## config.mk

```make
export PLATFORM = sky130hd
export DESIGN_NAME = cp_access_gate
export DESIGN_NICKNAME = d
export VERILOG_FILES = /design/src/rtl/cpgate_pkg.sv /design/src/rtl/cpgate_sys_rules.sv /design/src/rtl/cpgate_dbg_rules.sv /design/src/rtl/cpgate_irq_rules.sv /design/src/rtl/cp_access_gate.sv
export SDC_FILE = /design/constraint.sdc
export NUM_CORES = 1
export LEC_CHECK = 0
export ABC_AREA = 1
export BUFFER_PORTS_ARGS = -buffer_cell sky130_fd_sc_hd__buf_2
export CAP_MARGIN = 15
export CORE_AREA = 4 4 41 43
export DETAILED_ROUTE_END_ITERATION = 6
export DIE_AREA = 0 0 45 47
export GPL_TIMING_DRIVEN = 0
export PLACE_DENSITY = 0.89
export SLEW_MARGIN = 25
export SYNTH_ARGS = -nofsm -noshare
export SYNTH_HDL_FRONTEND = slang
export SYNTH_SLANG_ARGS = --single-unit
```

## constraint.sdc

```tcl
create_clock -name clk -period 1.5 [get_ports clk]
set_clock_uncertainty 0.05 [all_clocks]
set_input_delay 0.075 -clock clk [delete_from_list [all_inputs] [get_ports clk]]
set_output_delay 0.075 -clock clk [all_outputs]
set_load 0.05 [all_outputs]
```

## src/rtl/cpgate_pkg.sv

```systemverilog
package cpgate_pkg;

    localparam int CP_W_DEF   = 4;
    localparam int REG_W_DEF  = 4;
    localparam int CRM_W_DEF  = 4;
    localparam int OPC_W_DEF  = 3;
    localparam int EN_W_DEF   = 16;

    // Coprocessor numbers served by this checker
    localparam int CPNUM_SYS  = 15;
    localparam int CPNUM_DBG  = 14;
    localparam int CPNUM_IRQ  = 13;

    // Enable bit that gates the interrupt/bus coprocessor
    localparam int IRQ_EN_BIT = 13;

    typedef enum logic [1:0] {
        UNIT_NONE = 2'd0,
        UNIT_SYS  = 2'd1,
        UNIT_DBG  = 2'd2,
        UNIT_IRQ  = 2'd3
    } unit_sel_e;

    typedef struct packed {
        logic      user;
        unit_sel_e unit;
    } route_t;

    function automatic unit_sel_e pick_unit(input int num);
        unit_sel_e u;
        case (num)
            CPNUM_SYS: u = UNIT_SYS;
            CPNUM_DBG: u = UNIT_DBG;
            CPNUM_IRQ: u = UNIT_IRQ;
            default:   u = UNIT_NONE;
        endcase
        return u;
    endfunction

    function automatic logic in_span(input int v, input int lo, input int hi);
        return (v >= lo) && (v <= hi);
    endfunction

endpackage

```

## src/rtl/cpgate_sys_rules.sv

```systemverilog
module cpgate_sys_rules #(
    parameter int REG_W = 4,
    parameter int CRM_W = 4,
    parameter int OPC_W = 3
) (
    input  logic [REG_W-1:0] reg_num,
    input  logic [CRM_W-1:0] crm,
    input  logic [OPC_W-1:0] opc1,
    input  logic [OPC_W-1:0] opc2,
    output logic             ok
);
    import cpgate_pkg::*;

    int r_i;
    int m_i;
    int o2_i;
    logic table_ok;
    logic zero_pair;
    logic ctl_ok;
    logic tlb_ok;

    always_comb begin
        r_i       = int'(reg_num);
        m_i       = int'(crm);
        o2_i      = int'(opc2);
        zero_pair = (m_i == 0) && (o2_i == 0);
    end

    // Register 7: sparse (opc2, CRm) pairs
    always_comb begin
        case (o2_i)
            0:       ctl_ok = in_span(m_i, 5, 7);
            1:       ctl_ok = (m_i == 5) || (m_i == 6) || (m_i == 10);
            4:       ctl_ok = (m_i == 10);
            5:       ctl_ok = (m_i == 2);
            6:       ctl_ok = (m_i == 5);
            default: ctl_ok = 1'b0;
        endcase
    end

    // Register 8: opc2 0/1 with CRm 5..7, minus (1,7)
    always_comb begin
        tlb_ok = (o2_i <= 1) && in_span(m_i, 5, 7) && !((o2_i == 1) && (m_i == 7));
    end

    always_comb begin
        case (r_i)
            0, 1:            table_ok = (m_i == 0);
            2, 3, 5, 6, 13:  table_ok = zero_pair;
            7:               table_ok = ctl_ok;
            8:               table_ok = tlb_ok;
            9:               table_ok = ((m_i == 0) || (m_i == 1)) && ((o2_i == 1) || (o2_i == 2));
            10:              table_ok = ((m_i == 0) || (m_i == 1)) && ((o2_i == 4) || (o2_i == 8));
            14:              table_ok = (o2_i == 0) &&
                                        ((m_i == 0) || (m_i == 3) || (m_i == 4) ||
                                         (m_i == 8) || (m_i == 9));
            15:              table_ok = (o2_i == 0) && (m_i == 1);
            default:         table_ok = 1'b0;
        endcase
    end

    assign ok = (opc1 == '0) && table_ok;

endmodule

```

## src/rtl/cpgate_dbg_rules.sv

```systemverilog
module cpgate_dbg_rules #(
    parameter int REG_W = 4,
    parameter int CRM_W = 4,
    parameter int OPC_W = 3
) (
    input  logic [REG_W-1:0] reg_num,
    input  logic [CRM_W-1:0] crm,
    input  logic [OPC_W-1:0] opc1,
    input  logic [OPC_W-1:0] opc2,
    output logic             ok
);
    import cpgate_pkg::*;

    logic fields_zero;
    logic reg_blocked;

    always_comb begin
        fields_zero = (crm == '0) && (opc1 == '0) && (opc2 == '0);
        reg_blocked = in_span(int'(reg_num), 4, 5);
        ok          = fields_zero && !reg_blocked;
    end

endmodule

```

## src/rtl/cpgate_irq_rules.sv

```systemverilog
module cpgate_irq_rules #(
    parameter int REG_W  = 4,
    parameter int CRM_W  = 4,
    parameter int OPC_W  = 3,
    parameter int EN_W   = 16,
    parameter int EN_BIT = 13
) (
    input  logic [REG_W-1:0] reg_num,
    input  logic [CRM_W-1:0] crm,
    input  logic [OPC_W-1:0] opc1,
    input  logic [OPC_W-1:0] opc2,
    input  logic [EN_W-1:0]  cp_enable,
    output logic             ok
);
    import cpgate_pkg::*;

    int   r_i;
    logic bank0_ok;
    logic bank1_ok;
    logic gate_ok;

    always_comb begin
        r_i      = int'(reg_num);
        bank0_ok = (r_i == 0) || (r_i == 4) || (r_i == 8);
        bank1_ok = (r_i == 0) || (r_i == 1) || in_span(r_i, 4, 8);
        gate_ok  = (opc1 == '0) && (opc2 == '0) && cp_enable[EN_BIT];
        case (int'(crm))
            0:       ok = gate_ok && bank0_ok;
            1:       ok = gate_ok && bank1_ok;
            default: ok = 1'b0;
        endcase
    end

endmodule

```

## src/rtl/cp_access_gate.sv

```systemverilog
module cp_access_gate
    import cpgate_pkg::*;
#(
    parameter int CP_W   = CP_W_DEF,
    parameter int REG_W  = REG_W_DEF,
    parameter int CRM_W  = CRM_W_DEF,
    parameter int OPC_W  = OPC_W_DEF,
    parameter int EN_W   = EN_W_DEF,
    parameter int EN_BIT = IRQ_EN_BIT
) (
    input  logic             clk,
    input  logic             rst,
    input  logic             req_valid,
    input  logic [CP_W-1:0]  cp_num,
    input  logic [REG_W-1:0] reg_num,
    input  logic [CRM_W-1:0] crm,
    input  logic [OPC_W-1:0] opc1,
    input  logic [OPC_W-1:0] opc2,
    input  logic             user_mode,
    input  logic [EN_W-1:0]  cp_enable,
    output logic             permit
);

    localparam int N_UNITS = 3;

    logic [N_UNITS-1:0] unit_ok;
    route_t             route;
    logic               decision;

    cpgate_sys_rules #(.REG_W(REG_W), .CRM_W(CRM_W), .OPC_W(OPC_W)) u_sys (
        .reg_num(reg_num), .crm(crm), .opc1(opc1), .opc2(opc2), .ok(unit_ok[0])
    );

    cpgate_dbg_rules #(.REG_W(REG_W), .CRM_W(CRM_W), .OPC_W(OPC_W)) u_dbg (
        .reg_num(reg_num), .crm(crm), .opc1(opc1), .opc2(opc2), .ok(unit_ok[1])
    );

    cpgate_irq_rules #(
        .REG_W(REG_W), .CRM_W(CRM_W), .OPC_W(OPC_W), .EN_W(EN_W), .EN_BIT(EN_BIT)
    ) u_irq (
        .reg_num(reg_num), .crm(crm), .opc1(opc1), .opc2(opc2),
        .cp_enable(cp_enable), .ok(unit_ok[2])
    );

    always_comb begin
        route.user = user_mode;
        route.unit = pick_unit(int'(cp_num));
        if (route.user) begin
            decision = 1'b0;
        end else begin
            case (route.unit)
                UNIT_SYS: decision = unit_ok[0];
                UNIT_DBG: decision = unit_ok[1];
                UNIT_IRQ: decision = unit_ok[2];
                default:  decision = 1'b0;
            endcase
        end
    end

    always_ff @(posedge clk) begin
        if (rst) begin
            permit <= 1'b0;
        end else if (req_valid) begin
            permit <= decision;
        end
    end

endmodule

```

Word-level counts from Yosys, hierarchy flattened
Index checks and enable logic that the tools add are counted.
{ "classes": {"shift": 0, "bitwise": 0, "mul": 0, "eq_ne": 39, "reduce_logical": 45, "order_cmp": 6, "n_addsub": 0, "mux": 6, "div_mod_pow": 0} }
{ "op_table": {"columns": ["operator", "n"], "rows": [
  ["$logic_not A32 Y1", 4],
  ["$eq A4 B4 Y1 const B", 18],
  ["$eq A4 B3 Y1 const B", 5],
  ["$logic_and A1 B1 Y1", 19],
  ["$eq A4 B2 Y1 const B", 4],
  ["$eq A3 B3 Y1 const B", 5],
  ["$logic_not A4 Y1", 3],
  ["$logic_or A1 B1 Y1", 12],
  ["$logic_not A3 Y1", 3],
  ["$eq A4 B1 Y1 const B", 2],
  ["$ge A4 B3 Y1 const B", 2],
  ["$le A4 B3 Y1 const B", 2],
  ["$pmux W1 S8", 1],
  ["$pmux W2 S3", 1],
  ["$pmux W1 S5", 1],
  ["$reduce_or A5 Y1", 1],
  ["$eq A2 B2 Y1 const B", 2],
  ["$le A4 B4 Y1 const B", 1],
  ["$eq A3 B1 Y1 const B", 1],
  ["$eq A3 B2 Y1 const B", 1],
  ["$le A3 B1 Y1 const B", 1],
  ["$pmux W1 S3", 1],
  ["$eq A2 B1 Y1 const B", 1],
  ["$logic_not A1 Y1", 2],
  ["3 further kinds", 3]
]} }
{ "totals": {"memories": 0, "ff_bits": 1, "latchBits": 0, "rom_bits": 0, "word_cells": 97, "ramBits": 0} }

Logic depth before layout (Yosys ltp)
{ "depth": {"word_depth": 10, "ltp_mapped": 12, "mapped_depth_nobuf": 12} }

By module
From an unflattened synthesis, not the netlist that was laid out.
{ "hier_totals": {"hier_cells": 134, "hier_area_um2": 605.6} }
{ "modules_own_cells": {"columns": ["mod", "n_inst", "area_each_um2", "cells_per_inst"], "rows": [
  ["cpgate_sys_rules", 1, 384.1, 87],
  ["cp_access_gate", 1, 90.1, 16],
  ["cpgate_irq_rules", 1, 83.8, 20],
  ["cpgate_dbg_rules", 1, 47.5, 11]
]} }

Least setup slack after synthesis
OpenSTA, ideal clock, no wires.
{ "synth_path": {"path_kind": "input port to flip-flop", "startpoint": "input port crm[3]", "endpoint": "register permit", "setup_slack_ns": 0.509, "t_arrival_ns": 0.875, "stages": 11, "setup_time_ns": 0.066, "path_cell_list": "nor2_4 > nand2_2 > nor2_1 > nand3_1 > nor2_1 > nor2_1 > nand3_1 > nand2_1 > nand2_1 > nand2_1 > a21oi_2"} }
{ "synth_via": {"elab_chain_len": 10, "word_cells_on_any_way": 42, "classes_between": "2 x order compare; 11 x eq/ne; 5 x mux; 24 x reduce/logical"} }
{ "synth_lines": {"columns": ["element", "line", "rtl"], "rows": [
  ["from (decl)", "cp_access_gate.sv:16", "input logic [CRM_W-1:0] crm,"],
  ["branches (longest 8 deep; another with $ge A4 B3 Y1)", null, null],
  ["$pmux W1 S3 *", "cp_access_gate.sv:51", "case (route.unit)"],
  ["$mux W1 *", "cp_access_gate.sv:48", "if (route.user) begin"],
  ["to (signal assigned)", "cp_access_gate.sv:64", "permit <= decision;"],
  ["to (decl)", "cp_access_gate.sv:21", "output logic permit"]
]} }
Mark *: on every way between the ends.
A chain may end at the register's enable or synchronous reset.

Worst setup path in the final report
Same ends and word-level chain as after synthesis.

==> results.sh <==
export IMPL_cp_startpoint="crm[3]"
export IMPL_largest_register="permit"
export IMPL_fin_cells=160
export IMPL_drtAntennaViolNets=0
export IMPL_cts_resized=0
export IMPL_syn_to_final_growth_pct=24.4
export IMPL_highest_layer="met3"
export IMPL_synthArstFlopShare=0
export IMPL_dp_hpwl_mm=1.25
export IMPL_synthTopCellsByArea="nand2_1, nor2_1, nand3_1"
export IMPL_fin_crit_sh=0.867
export IMPL_die_y_um=47
export IMPL_grt_ovfl_total=0
export IMPL_crit_fanout=5
export IMPL_cts_clk_slew_worst_paths_ns=0
export IMPL_grt_pass1_vias=617
export IMPL_cp_arrival_ns=1.18
export IMPL_path_cells="buf_2, nor2_4, nand2_2, nor2_4, o21ai_1, nand3_1, nand2_1, nand3_1, nand2_1, nand2_1, nand2_1, a21oi_2"
export IMPL_clk_latency_ns=0
export IMPL_drc=0
export IMPL_fin_setup_tns_ns=0
export IMPL_ys_flop_type="dfxtp_1"
export IMPL_final_area_um2=682
export IMPL_seq_area_frac_synth=0.0365
export IMPL_dp_cells=160
export IMPL_fp_dieArea_um2=2120
export IMPL_wl_per_cell_um=8.81
export IMPL_yosys_area_top_type="nand2_1"
export IMPL_wl_met1_um=691
export IMPL_synth_cell_type_count=18
export IMPL_max_stage_delay_ns=0.16
export IMPL_crit_required_ns=1.38
export IMPL_worst_path_max_delay_cell="nor2_4"
export IMPL_largest_reg_flops=1
export IMPL_min_from="rst"
export IMPL_drt_iter0_drc=23
export IMPL_final_layout_size_suffix_gt1_frac=0.228
export IMPL_port_buffers=23
export IMPL_worstSetupStartpointType="input pin"
export IMPL_fmax_mhz=769
export IMPL_grt_start_max_net_pins=7
export IMPL_yosysMostFrequentCell="nand2_1"
export IMPL_fin_crit_ns=1.30
export IMPL_wl_mm=1.41
export IMPL_rows=13
export IMPL_end_kind="register"
export IMPL_gp_congestion=0.868
export IMPL_die_w_um=45
export IMPL_num_io_pins=39
export IMPL_wl_met2_um=649
export IMPL_top_regs="permit (1)"
export IMPL_worst_pin_slew_ns=0.344
export IMPL_synth_cells=122
export IMPL_nFillCells=143
export IMPL_routed_wl_met3_um=68
export IMPL_power_per_cell_area_nw_per_um2=225
export IMPL_placed_cell_area_um2=682
export IMPL_synth_seq_cells=1
export IMPL_status="complete, no violations"
export IMPL_synthTopCellsByCount="nand2_1, nor2_1, inv_1"
export IMPL_rsz0062_at_grt="false"
export IMPL_vias=786
export IMPL_min_path_type="input pin to register"
export IMPL_synth_edff_count=0
export IMPL_antenna_found_initial=0
export IMPL_hold_slack_ns=0.191
export IMPL_timing_slew_headroom=0.765
export IMPL_ys_warn_count=0
export IMPL_synth_nets=160
export IMPL_setup_viol_count_final=0
export IMPL_regArea_um2=20.0
export IMPL_critPathKind="input pin to register"
export IMPL_multi_input_area_um2=449
export IMPL_avgSynthCellArea_um2=4.49
export IMPL_reg2reg_from="permit"
export IMPL_hold_viol=0
export IMPL_max_vdd_ir_drop_v=0.000148
export IMPL_post_cts_buffers=0
export IMPL_fp_coreArea_um2=1300
export IMPL_firstDrtPassIters=4
export IMPL_synth_area_um2=548
export IMPL_grt_pass1_wl_mm=2.28
export IMPL_via_per_inst=4.91
export IMPL_start_util=0.421
export IMPL_cts_hold_buf=0
export IMPL_drv_cap=0
export IMPL_nets=185
export IMPL_final_max_slew_viol_count=0
export IMPL_yosysTopAreaCellShare=0.267
export IMPL_track_usage=0.133
export IMPL_leakage_nw=0.389
export IMPL_crit_top_cell="nand2_1"
export IMPL_antenna_cells=0
-- worst max-delay path, delay by kind of cell --
family	cells	cell delay (ns)
buffers and inverters	1	0.14
AOI/OAI and AO/OA	2	0.19
and+or+nand+nor	9	0.77
-- worst paths after layout --
kind                            endpoint  cells after the start  slack (ns)
worst max register to register    permit                      2        0.89
worst min register to register    permit                      2        0.42
worst min-delay path              permit                      2        0.19
worst max-delay path              permit                     12        0.20
-- final cells by class --
type / count / area share
flip-flops and latches: 1 / 0.0294
well taps: 15 / 0.0275
inverters: 21 / 0.116
multi-input cells: 100 / 0.659
repair buffers: 23 / 0.169
-- metal layers --
layer	vias to the layer above	GRT usage
met2	18	0.226
met5	-	0
met1	339	0.198
met3	0	0.00383
li1	429	-
met4	0	0
-- stage by stage --
step	worst slack (ns)	power, W	utilization
floorplan	0.509	0.0000966	-
finish	0.200	0.000153	0.524
global placement	0.225	0.000148	0.524
global route	0.0670	0.000171	0.524
CTS	0.198	0.000153	0.524
detailed placement	0.199	0.000152	0.524
-- cell families (layout without fill, tap and decap cells) --
logic type	after synthesis	count (layout)	synth area share
DFF	1	1	0.0365
buffers and inverters	21	44	0.144
and+or+nand+nor	92	92	0.726
AOI/OAI and AO/OA	8	8	0.0936
-- where the power goes --
| group | internal (W) | switching [W] |
|---|---|---|
| combinational | 0.0000469 | 0.0000791 |
| sequential | 0.0000271 | 0.000000000181 |
| clock | 0 | 0 |
| total | 0.0000740 | 0.0000791 |
-- cell usage in the layout, fill, tap and decap left out --
cell type | netlist | final
nor3_1 | 3 | 3
nand4_1 | 2 | 2
o21ai_0 | 1 | 1
buf_2 | 0 | 23
nand2_2 | 1 | 1
a2111oi_0 | 1 | 1
nor2_1 | 27 | 27
o2111ai_1 | 1 | 1
nand2_1 | 39 | 39
a21oi_2 | 1 | 1
a21oi_1 | 3 | 3
nor2_4 | 2 | 2
inv_1 | 17 | 17
nand3_1 | 15 | 15
nor4_1 | 1 | 1
o21ai_1 | 1 | 1
nor2_2 | 2 | 2
dfxtp_1 | 1 | 1
inv_2 | 4 | 4
Note: power is estimated with default switching activity, not from simulation.
